`src/rtl/irq_router_pkg.sv`:
```
package irq_router_pkg;

    localparam int VEC_W  = 8;
    localparam int DEST_W = 8;
    localparam int DM_W   = 3;
    localparam int ID_W   = 4;

    localparam logic [7:0] OFS_SELECT = 8'h00;
    localparam logic [7:0] OFS_WINDOW = 8'h10;
    localparam logic [7:0] REG_IDENT  = 8'h00;
    localparam logic [7:0] REG_VERS   = 8'h01;
    localparam logic [7:0] TBL_BASE   = 8'h10;
    localparam logic [7:0] VERS_CONST = 8'h11;
    localparam logic [DM_W-1:0] DM_LEGACY = 3'b111;

    typedef struct packed {
        logic [DEST_W-1:0] dest;
        logic              mask;
        logic              level;
        logic              rirr;
        logic              pol;
        logic              dest_mode;
        logic [DM_W-1:0]   dmode;
        logic [VEC_W-1:0]  vector;
    } route_t;

    typedef struct packed {
        logic [DEST_W-1:0] dest;
        logic              dest_mode;
        logic [DM_W-1:0]   dmode;
        logic [VEC_W-1:0]  vector;
    } msg_t;

    typedef enum logic [1:0] {
        ST_IDLE   = 2'd0,
        ST_LEGACY = 2'd1,
        ST_SEND   = 2'd2
    } disp_state_e;

    function automatic logic [31:0] low_word(input route_t e);
        return {15'b0, e.mask, e.level, e.rirr, e.pol, 1'b0,
                e.dest_mode, e.dmode, e.vector};
    endfunction

    function automatic logic [31:0] high_word(input route_t e);
        return {e.dest, 24'b0};
    endfunction

    function automatic msg_t to_msg(input route_t e);
        return '{dest: e.dest, dest_mode: e.dest_mode, dmode: e.dmode, vector: e.vector};
    endfunction

endpackage

```
`src/rtl/irq_regtable.sv`:
```
module irq_regtable
    import irq_router_pkg::*;
#(
    parameter int NUM_PINS = 24
) (
    input  logic                 clk,
    input  logic                 rst,
    input  logic [7:0]           bus_addr,
    input  logic                 bus_wr_en,
    input  logic [31:0]          bus_wdata,
    output logic [31:0]          bus_rdata,
    input  logic [NUM_PINS-1:0]  rirr_set,
    input  logic                 eoi_valid,
    input  logic [VEC_W-1:0]     eoi_vector,
    output route_t               tbl [NUM_PINS]
);

    logic [7:0]      sel_q;
    logic [ID_W-1:0] id_q;
    logic [7:0]      rel;
    logic            tbl_hit;
    logic            win_wr;
    logic [31:0]     win_rd;

    assign rel     = sel_q - TBL_BASE;
    assign tbl_hit = (sel_q >= TBL_BASE) && (int'(rel[7:1]) < NUM_PINS);
    assign win_wr  = bus_wr_en && (bus_addr == OFS_WINDOW);

    always_ff @(posedge clk) begin
        if (rst) begin
            sel_q <= '0;
            id_q  <= '0;
        end else begin
            if (bus_wr_en && bus_addr == OFS_SELECT)
                sel_q <= bus_wdata[7:0];
            if (win_wr && sel_q == REG_IDENT)
                id_q <= bus_wdata[27:24];
        end
    end

    for (genvar gi = 0; gi < NUM_PINS; gi++) begin : g_entry
        logic hit;
        assign hit = win_wr && tbl_hit && (rel[7:1] == 7'(gi));

        always_ff @(posedge clk) begin
            if (rst) begin
                tbl[gi]      <= '0;
                tbl[gi].mask <= 1'b1;
            end else begin
                if (hit && !sel_q[0]) begin
                    tbl[gi].vector    <= bus_wdata[7:0];
                    tbl[gi].dmode     <= bus_wdata[10:8];
                    tbl[gi].dest_mode <= bus_wdata[11];
                    tbl[gi].pol       <= bus_wdata[13];
                    tbl[gi].level     <= bus_wdata[15];
                    tbl[gi].mask      <= bus_wdata[16];
                end
                if (hit && sel_q[0])
                    tbl[gi].dest <= bus_wdata[31:24];
                if (rirr_set[gi])
                    tbl[gi].rirr <= 1'b1;
                else if (eoi_valid && tbl[gi].vector == eoi_vector)
                    tbl[gi].rirr <= 1'b0;
            end
        end
    end

    always_comb begin
        win_rd = '0;
        if (sel_q == REG_IDENT)
            win_rd = {4'b0, id_q, 24'b0};
        else if (sel_q == REG_VERS)
            win_rd = {8'b0, 8'(NUM_PINS - 1), 8'b0, VERS_CONST};
        else if (tbl_hit) begin
            for (int i = 0; i < NUM_PINS; i++) begin
                if (rel[7:1] == 7'(i))
                    win_rd = sel_q[0] ? high_word(tbl[i]) : low_word(tbl[i]);
            end
        end
    end

    always_comb begin
        case (bus_addr)
            OFS_SELECT: bus_rdata = {24'b0, sel_q};
            OFS_WINDOW: bus_rdata = win_rd;
            default:    bus_rdata = '0;
        endcase
    end

endmodule

```
`src/rtl/irq_pin_sense.sv`:
```
module irq_pin_sense #(
    parameter int NUM_PINS = 24
) (
    input  logic                clk,
    input  logic                rst,
    input  logic [NUM_PINS-1:0] pin_lvl,
    input  logic [NUM_PINS-1:0] pol_vec,
    input  logic [NUM_PINS-1:0] level_vec,
    input  logic [NUM_PINS-1:0] mask_vec,
    input  logic [NUM_PINS-1:0] pend_clr,
    output logic [NUM_PINS-1:0] pending
);

    for (genvar gi = 0; gi < NUM_PINS; gi++) begin : g_pin
        logic active;
        logic active_q;
        assign active = pin_lvl[gi] ^ pol_vec[gi];

        always_ff @(posedge clk) begin
            if (rst) begin
                active_q    <= 1'b0;
                pending[gi] <= 1'b0;
            end else begin
                active_q <= active;
                if (level_vec[gi])
                    pending[gi] <= active;
                else if (active && !active_q && !mask_vec[gi])
                    pending[gi] <= 1'b1;
                else if (pend_clr[gi])
                    pending[gi] <= 1'b0;
            end
        end
    end

endmodule

```
`src/rtl/irq_dispatch.sv`:
```
module irq_dispatch
    import irq_router_pkg::*;
#(
    parameter int NUM_PINS = 24,
    localparam int IDX_W   = $clog2(NUM_PINS)
) (
    input  logic                clk,
    input  logic                rst,
    input  msg_t                fields [NUM_PINS],
    input  logic [NUM_PINS-1:0] pending,
    input  logic [NUM_PINS-1:0] mask_vec,
    input  logic [NUM_PINS-1:0] level_vec,
    input  logic [NUM_PINS-1:0] rirr_vec,
    output logic                msg_valid,
    input  logic                msg_ready,
    output msg_t                msg_out,
    output logic                leg_req,
    input  logic                leg_ack,
    input  logic [VEC_W-1:0]    leg_vector,
    output logic [NUM_PINS-1:0] rirr_set,
    output logic [NUM_PINS-1:0] pend_clr
);

    disp_state_e          state_q;
    logic [IDX_W-1:0]     cur_idx;
    logic                 cur_level;
    msg_t                 cur_msg;
    logic [NUM_PINS-1:0]  elig;
    logic                 any;
    logic [IDX_W-1:0]     pick;
    msg_t                 pick_msg;
    logic                 pick_level;
    logic                 fire;
    logic [NUM_PINS-1:0]  cur_onehot;

    assign elig = pending & ~mask_vec & ~(level_vec & rirr_vec);

    always_comb begin
        any        = 1'b0;
        pick       = '0;
        pick_msg   = '0;
        pick_level = 1'b0;
        for (int i = NUM_PINS - 1; i >= 0; i--) begin
            if (elig[i]) begin
                any        = 1'b1;
                pick       = IDX_W'(i);
                pick_msg   = fields[i];
                pick_level = level_vec[i];
            end
        end
    end

    always_ff @(posedge clk) begin
        if (rst) begin
            state_q   <= ST_IDLE;
            cur_idx   <= '0;
            cur_level <= 1'b0;
            cur_msg   <= '0;
        end else begin
            case (state_q)
                ST_IDLE: if (any) begin
                    cur_idx   <= pick;
                    cur_level <= pick_level;
                    cur_msg   <= pick_msg;
                    state_q   <= (pick_msg.dmode == DM_LEGACY) ? ST_LEGACY : ST_SEND;
                end
                ST_LEGACY: if (leg_ack) begin
                    cur_msg.vector <= leg_vector;
                    state_q        <= ST_SEND;
                end
                ST_SEND: if (msg_ready)
                    state_q <= ST_IDLE;
                default: state_q <= ST_IDLE;
            endcase
        end
    end

    assign msg_valid  = (state_q == ST_SEND);
    assign leg_req    = (state_q == ST_LEGACY);
    assign msg_out    = cur_msg;
    assign fire       = msg_valid && msg_ready;
    assign cur_onehot = NUM_PINS'(1) << cur_idx;
    assign rirr_set   = (fire && cur_level)  ? cur_onehot : '0;
    assign pend_clr   = (fire && !cur_level) ? cur_onehot : '0;

endmodule

```
`src/rtl/irq_router.sv`:
```
module irq_router
    import irq_router_pkg::*;
#(
    parameter int NUM_PINS = 24
) (
    input  logic                clk,
    input  logic                rst,
    input  logic [7:0]          bus_addr,
    input  logic                bus_wr_en,
    input  logic [31:0]         bus_wdata,
    output logic [31:0]         bus_rdata,
    input  logic [NUM_PINS-1:0] pin_lvl,
    input  logic                eoi_valid,
    input  logic [7:0]          eoi_vector,
    output logic                msg_valid,
    input  logic                msg_ready,
    output logic [7:0]          msg_dest,
    output logic                msg_dest_mode,
    output logic [2:0]          msg_dlv_mode,
    output logic [7:0]          msg_vector,
    output logic                leg_req,
    input  logic                leg_ack,
    input  logic [7:0]          leg_vector
);

    route_t              tbl [NUM_PINS];
    msg_t                fields [NUM_PINS];
    msg_t                msg_out;
    logic [NUM_PINS-1:0] pol_vec, level_vec, mask_vec, rirr_vec;
    logic [NUM_PINS-1:0] pending, rirr_set, pend_clr;

    for (genvar gi = 0; gi < NUM_PINS; gi++) begin : g_split
        assign pol_vec[gi]   = tbl[gi].pol;
        assign level_vec[gi] = tbl[gi].level;
        assign mask_vec[gi]  = tbl[gi].mask;
        assign rirr_vec[gi]  = tbl[gi].rirr;
        assign fields[gi]    = to_msg(tbl[gi]);
    end

    irq_regtable #(.NUM_PINS(NUM_PINS)) u_table (
        .clk        (clk),
        .rst        (rst),
        .bus_addr   (bus_addr),
        .bus_wr_en  (bus_wr_en),
        .bus_wdata  (bus_wdata),
        .bus_rdata  (bus_rdata),
        .rirr_set   (rirr_set),
        .eoi_valid  (eoi_valid),
        .eoi_vector (eoi_vector),
        .tbl        (tbl)
    );

    irq_pin_sense #(.NUM_PINS(NUM_PINS)) u_sense (
        .clk       (clk),
        .rst       (rst),
        .pin_lvl   (pin_lvl),
        .pol_vec   (pol_vec),
        .level_vec (level_vec),
        .mask_vec  (mask_vec),
        .pend_clr  (pend_clr),
        .pending   (pending)
    );

    irq_dispatch #(.NUM_PINS(NUM_PINS)) u_disp (
        .clk        (clk),
        .rst        (rst),
        .fields     (fields),
        .pending    (pending),
        .mask_vec   (mask_vec),
        .level_vec  (level_vec),
        .rirr_vec   (rirr_vec),
        .msg_valid  (msg_valid),
        .msg_ready  (msg_ready),
        .msg_out    (msg_out),
        .leg_req    (leg_req),
        .leg_ack    (leg_ack),
        .leg_vector (leg_vector),
        .rirr_set   (rirr_set),
        .pend_clr   (pend_clr)
    );

    assign msg_dest      = msg_out.dest;
    assign msg_dest_mode = msg_out.dest_mode;
    assign msg_dlv_mode  = msg_out.dmode;
    assign msg_vector    = msg_out.vector;

endmodule

```
`config.mk`:
```
export PLATFORM = sky130hd
export DESIGN_NAME = irq_router
export DESIGN_NICKNAME = d
export VERILOG_FILES = /design/src/rtl/irq_router_pkg.sv /design/src/rtl/irq_regtable.sv /design/src/rtl/irq_pin_sense.sv /design/src/rtl/irq_dispatch.sv /design/src/rtl/irq_router.sv
export SDC_FILE = /design/constraint.sdc
export NUM_CORES = 2
export LEC_CHECK = 0
export ABC_AREA = 1
export BUFFER_PORTS_ARGS = -buffer_cell sky130_fd_sc_hd__buf_2
export CORE_AREA = 8 8 260 513
export DETAILED_ROUTE_END_ITERATION = 7
export DIE_AREA = 0 0 268 521
export HOLD_SLACK_MARGIN = 0.02
export MAX_ROUTING_LAYER = met4
export PLACE_DENSITY = 0.44
export SYNTH_ARGS = -nofsm -noshare
export SYNTH_HDL_FRONTEND = slang
export SYNTH_HIERARCHICAL = 1
export SYNTH_SLANG_ARGS = --single-unit
```
`constraint.sdc`:
```
create_clock -name clk -period 8.3 [get_ports clk]
set_input_delay 0.83 -clock clk [delete_from_list [all_inputs] [get_ports clk]]
set_output_delay 0.83 -clock clk [all_outputs]
set_load 0.01 [all_outputs]
```
# --- Word level (Yosys, flattened, before mapping) ---
# Index checks and enable logic that the tools add are counted.
totals:
  out_inout_bits: 54
  regBits: 664
  input_bits: 86
  wordCells: 873
op_classes:
  muxes: 278
  n_addsub: 1
  eq_ne: 55
  bitwise: 29
  shifts: 1
  n_lt_le_gt_ge: 2
  reduce_logical: 258
ops:
  columns: ["op", "n"]
  rows:
  - ["$mux W32", 51]
  - ["$mux W20", 24]
  - ["$eq A8 B8 Y1", 24]
  - ["$mux W1", 168]
  - ["$logic_and A1 B1 Y1", 152]
  - ["$mux W5", 24]
  - ["$and A24 B24 Y24", 3]
  - ["$reduce_bool A3 Y1", 24]
  - ["$pmux W32 S2", 1]
  - ["$eq A7 B4 Y1 const B", 8]
  - ["$eq A7 B5 Y1 const B", 8]
  - ["$logic_not A1 Y1", 50]
  - ["$reduce_bool A2 Y1", 25]
  - ["$mux W24", 2]
  - ["$not A24 Y24", 2]
  - ["$eq A7 B3 Y1 const B", 4]
  - ["$shl A1 B5 Y24 const A", 1]
  - ["$xor A1 B1 Y1", 24]
  - ["$logic_not A8 Y1", 2]
  - ["$mux W8", 2]
  - ["$pmux W8 S2", 1]
  - ["$eq A7 B2 Y1 const B", 2]
  - ["$eq A8 B1 Y1 const B", 1]
  - ["$eq A8 B5 Y1 const B", 1]
  - ["15 further kinds", 20]

# --- Longest topological paths before layout ---
logic_depth:
  word_depth: 31
  depth_mapped: 35
  depth_no_buf: 35

# --- Hierarchy ---
# Netlist, hierarchy kept.
modules_own_cells:
  columns: ["mod", "cells_per_inst", "area_per_inst_um2", "n_inst"]
  rows:
  - ["irq_regtable", 4061, 28426.0, 1]
  - ["irq_dispatch", 1417, 7270.7, 1]
  - ["irq_pin_sense", 294, 2024.4, 1]

# --- Worst setup path before layout ---
# Ideal clock, no wire load.
synth_path:
  path_type: "register to output"
  start: "register u_table.sel_q[4]"
  end: "output bus_rdata[11]"
  t_required_ns: 7.470
  arrival_time_ns: 2.692
  stages_incl_launch_ff: 26
  path_slack_ns: 4.778
  path_cell_list: "dfxtp_1 > inv_2 > ha_1 > nand3_2 > nor2_8 > inv_4 > nor2_2 > inv_2 > nor2_4 > inv_2 > nor2_4 > buf_2 > a21oi_1 > nand2_1 > nand2_1 > nand2_1 > nand2_1 > nand2_1 > nand2_1 > nand2_1 > nand2_1 > nand2_1 > nand2_1 > nand2_1 > nand2_1 > a21oi_1"
synth_via:
  elab_chain_cells: 30
  word_cells_on_any_way: 58
  cone_classes: "add/sub (1); order compare (2); eq/ne (24); mux (28); reduce/logical (3)"
synth_rtl:
  columns: ["element", "line", "source"]
  rows:
  - ["start, declared", "irq_regtable.sv:18", "logic [7:0] sel_q;"]
  - ["start signal, assigned", "irq_regtable.sv:35", "sel_q <= bus_wdata[7:0];"]
  - ["$sub A8 B5 Y8", "irq_regtable.sv:25", "assign rel = sel_q - TBL_BASE;"]
  - ["$logic_not A7 Y1", "irq_regtable.sv:76", "if (rel[7:1] == 7'(i))"]
  - ["$mux W32 (24 in a row)", "irq_regtable.sv:76", null]
  - ["$mux W32", "irq_regtable.sv:74", "else if (tbl_hit) begin"]
  - ["$mux W32", "irq_regtable.sv:72", "else if (sel_q == REG_VERS)"]
  - ["$mux W32 *", "irq_regtable.sv:70", "if (sel_q == REG_IDENT)"]
  - ["$pmux W32 S2 *", "irq_regtable.sv:83", "case (bus_addr)"]
  - ["end, declared", "irq_router.sv:11", "output logic [31:0] bus_rdata,"]
# Mark *: on every way between the ends. The rest lies on a longest branch, timed or not.

# --- Final worst setup path ---
layout_path:
  start: "register u_table.sel_q[4]"
  end: "output bus_rdata[8]"
# The elaborated chain is that of the path after synthesis.

==> parameters.txt <==
Parameter                              Value

Route
  Routed via count ... 39.5k
  Violation count after the first detailed-routing iteration ... ~3k
  Iteration count of the initial detailed-routing pass ... 6
  Average vias per placed instance ... ~5.3
  DRC errors left ... 0
  ANT nets after route ... 0
  Total wire length after detailed routing ... about 190000 um
  WL per Instance ... about 26 um

Critical path
  R2R Setup Slk ... 3640 ps
  Worst EP required ... roughly 7500 ps
  Startpoint types ... flop
  Category of the critical setup timing path ... flop to output port
  Arrival time of the worst setup path ... 6040 ps
  Largest stage delay on the critical path ... 610 ps
  Crit path capture type ... output port
  FF-to-FF path depth ... 15
  Maximum fanout encountered on the critical timing path ... 22
  Most frequent cell on the critical path ... nand2_1
  Slowest cell on the critical path ... nand4_2
  Worst reg2reg path endpoint ... u_table/tbl[78]$_SDFFE_PP0P_
  FF-to-FF Start ... u_table/sel_q[4]$_SDFFE_PP0P_

Logic synthesis
  Main synth FF type ... dfxtp_1
  Synth top area cells ... dfxtp_1 (35%), nand2_1 (16%), a21oi_1 (8.1%)
  Share of the yosys chip area belonging to registers ... between 30% and 40%
  Unique cell type count in the Yosys netlist ... 63
  Count of mapped cells out of synthesis ... roughly 5.8k
  Synth warn ... 6
  FF+latch count, synth ... between 600 and 700
  Mapped cell area ... ~38000 sq um
  Top cell type's share of synthesized area ... between 30% and 40%
  Number of flops mapped to enable cells by yosys ... 0
  Largest area contributor in the netlist ... dfxtp_1
  Post-synth top cells ... nand2_1 (1584), dfxtp_1 (664), nor2_1 (643), a21oi_1 (609), o21ai_0 (463)
  Mean area per synthesized cell ... approximately 6.5 sq um
  Count leader, synth ... nand2_1
  FFs w/ async S/R, synth ... 0%

Floorplan
  Core region area ... approximately 130000 sq um
  Number of standard-cell rows in the floorplan ... roughly 190
  Initial core utilization ... between 20% and 30%
  X dimension of the die ... between 200 and 300 um
  Top-Level Pins ... between 100 and 150
  Die span in y ... approximately 520 um
  Die outline area ... approximately 140000 sq um

Timing
  Highest achievable clock rate ... 0.146 GHz
  Final number of max-transition violations ... 0
  Clock skew after layout ... around 36 ps
  Sum of negative setup slack ... 0 ps
  Remaining max-slew budget at the tightest pin ... a little over an eighth
  Smallest setup slack after layout ... about 1400 ps
  Fin crit share ... between 80 and 90%
  Slew of the pin with the lowest slew margin ... 1300 ps
  Unrepaired setup endpoints after global routing ... no
  Final critical delay including setup and external delays ... approximately 6900 ps
  Endpoints failing setup ... 0
  Final hold violations ... 0

Global route
  Pin count of the biggest net entering global routing ... 100
  Initial antenna violation count ... 13
  Total congestion overflow after global routing ... 0
  First-pass GRT wire length ... 269000 um
  Number of global-route vias before repair ... 38.1k
  Global-route usage over all layers ... 27.0%

Clocking
  Maximum clock path buffer count ... 3
  Post-CTS setup-driven buffer insertion count ... 0
  Worst-skew pair later-pin latency ... approximately 680 ps
  Clock tree from TritonCTS ... yes
  Maximum level of the CTS H-tree ... 3
  Clock-pin slew on the worst setup and hold paths ... ~70 ps
  Inserted Clock Buffers ... 70
  CTS sink cnt ... around 660
  Buffer cell driving the clock tree root ... clkbuf_16
  Post_cts resized ... 0
  Hold buffers post-CTS ... 0

Finish
  Share of post-route cells with drive strength above 1 ... 9.82%
  Nets@finish ... approximately 5.7k
  Area growth from synthesis to layout ... 10.8%
  Count of placed standard cells in the final layout, fillers left out ... 7396
  Filler cell count ... about 14k

Place
  Number of placed instances, taps included ... between 7k and 8k
  Quantity of I/O buffers inserted on ports ... 125
  Pre-CTS setup slack ... about 2200 ps
  Last weighted congestion value of the routability-driven placer ... about 0.94
  Estimated wirelength of the detail-placed design ... 136000 um

Outcome
  Outcome ... finished, final reports clean

Power
  Post-layout total power ... between 6000 and 7000 uW
  Largest vdd supply drop ... 0.104 mV
  Power density cells ... roughly 160 nW/um^2
  Leakage dissipation ... approximately 0.016 uW

Run
  Max_cap viols ... 0

Hold path
  Classification of the worst-slack hold path ... primary input to flop
  Hold path startpoint ... pin_lvl[2]
  Hold Crit Endpoint ... u_sense/g_pin[2].active_q$_SDFF_PP0_
  Worst hold path cell count ... 4
==> power by group <==
group	switching, uW	internal [uW]
Sequential	1.57	3190
Combinational	263	56.6
Clock	1490	1880
==> stage by stage <==
stage	cell area, sq um	hold WS, ps	utilization [%]
global placement	39500	454	31.2
floorplan	37700	439	-
finish	41800	421	33.0
CTS	41800	380	33.0
global route	41800	418	33.0
detailed placement	39500	459	31.2
==> sequential cells by signal, summed over array words and instances, names as in the netlist <==
| register | cells |
|---|---|
| u_table/sel_q | 8 |
| u_disp/cur_level | 1 |
| u_disp/msg_out | 20 |
| u_table/id_q | 4 |
| u_sense/pending | 24 |
| u_disp/cur_idx | 5 |
| u_disp/state_q | 2 |
| u_table/tbl | 576 |
| u_sense/g_pin.active_q | 24 |
==> critical path, delay by kind of cell, from the launching register on <==
kind            cells  cell delay (ps)
simple gates       19             2310
buf+inv             3              940
flops               1              400
compound gates      5             1450
fa+ha+maj           1              220
==> worst max path at each step <==
stage / startpoint / end / slack [ps] / cells after the start
after global placement: u_table/sel_q[4]$_SDFFE_PP0P_ / bus_rdata[8] / 2180 / 28
after floorplan: u_table/sel_q[4]$_SDFFE_PP0P_ / bus_rdata[11] / 4780 / 25
final: u_table/sel_q[4]$_SDFFE_PP0P_ / bus_rdata[8] / 1430 / 28
after global routing: u_table/sel_q[4]$_SDFFE_PP0P_ / bus_rdata[8] / 1230 / 27
after detailed placement: u_table/sel_q[4]$_SDFFE_PP0P_ / bus_rdata[8] / 2200 / 28
after CTS: u_table/sel_q[4]$_SDFFE_PP0P_ / bus_rdata[8] / 1440 / 28
==> layer usage <==
metal  GRT usage [%]  share of wire (%)  wire length [um]  vias up
li1                -                  -                 -    19100
met1            25.4                 34             64400    18600
met2            49.3                 52             99100     1279
met3            2.97                4.0              7560      518
met4            20.9                9.4             17800        0
met5               -                  0                 0        -
==> layout by cell type (no fill, tap or decap), types with 10 or more instances in the layout <==
| master | instances |
|---|---|
| clkinv_1 | 11 |
| a221oi_1 | 78 |
| a31oi_1 | 32 |
| o21ai_0 | 463 |
| nor3_2 | 12 |
| o211ai_1 | 44 |
| nor2_2 | 55 |
| nand4_1 | 36 |
| buf_4 | 101 |
| clkbuf_8 | 12 |
| nand3_1 | 149 |
| nor2_1 | 628 |
| inv_1 | 378 |
| a21oi_1 | 609 |
| clkinv_2 | 10 |
| dfxtp_1 | 663 |
| xnor2_1 | 33 |
| nand2_2 | 24 |
| clkbuf_16 | 73 |
| a211oi_1 | 242 |
| o22ai_1 | 12 |
| o221a_2 | 55 |
| buf_2 | 124 |
| inv_2 | 30 |
| o21ai_1 | 28 |
| nor3_1 | 30 |
| nand2_1 | 1584 |
| o2111ai_1 | 39 |
| nor2_4 | 17 |
| xor2_1 | 25 |
| clkbuf_1 | 19 |
| o41ai_1 | 13 |
| a21oi_2 | 12 |
==> layout make-up <==
type                       instances  area [sq um]  area share [%]
multi-input combinational       4270         21100            50.4
clock buffer                     104          2060            4.94
clock inverter                    21           265           0.635
antenna                            3          7.51          0.0180
timing repair buffer             226          1390            3.33
sequential                       664         13300            31.8
inverter                         425          1620            3.88
tap                             1683          2110            5.04
==> cells by family (layout without fill, tap and decap cells) <==
logic type | Yosys count | in the layout | share of synthesized area, %
buf+inv | 842 | 776 | 9.12
fa+ha+maj | 2 | 2 | 0.0663
mux | 3 | 3 | 0.0796
simple gates | 2554 | 2554 | 27.7
flops | 664 | 664 | 35.2
other cells | 1 | 8 | 0.00994
xor+xnor | 58 | 58 | 1.35
compound gates | 1648 | 1648 | 26.4
Power figures use the tool's default switching activity.
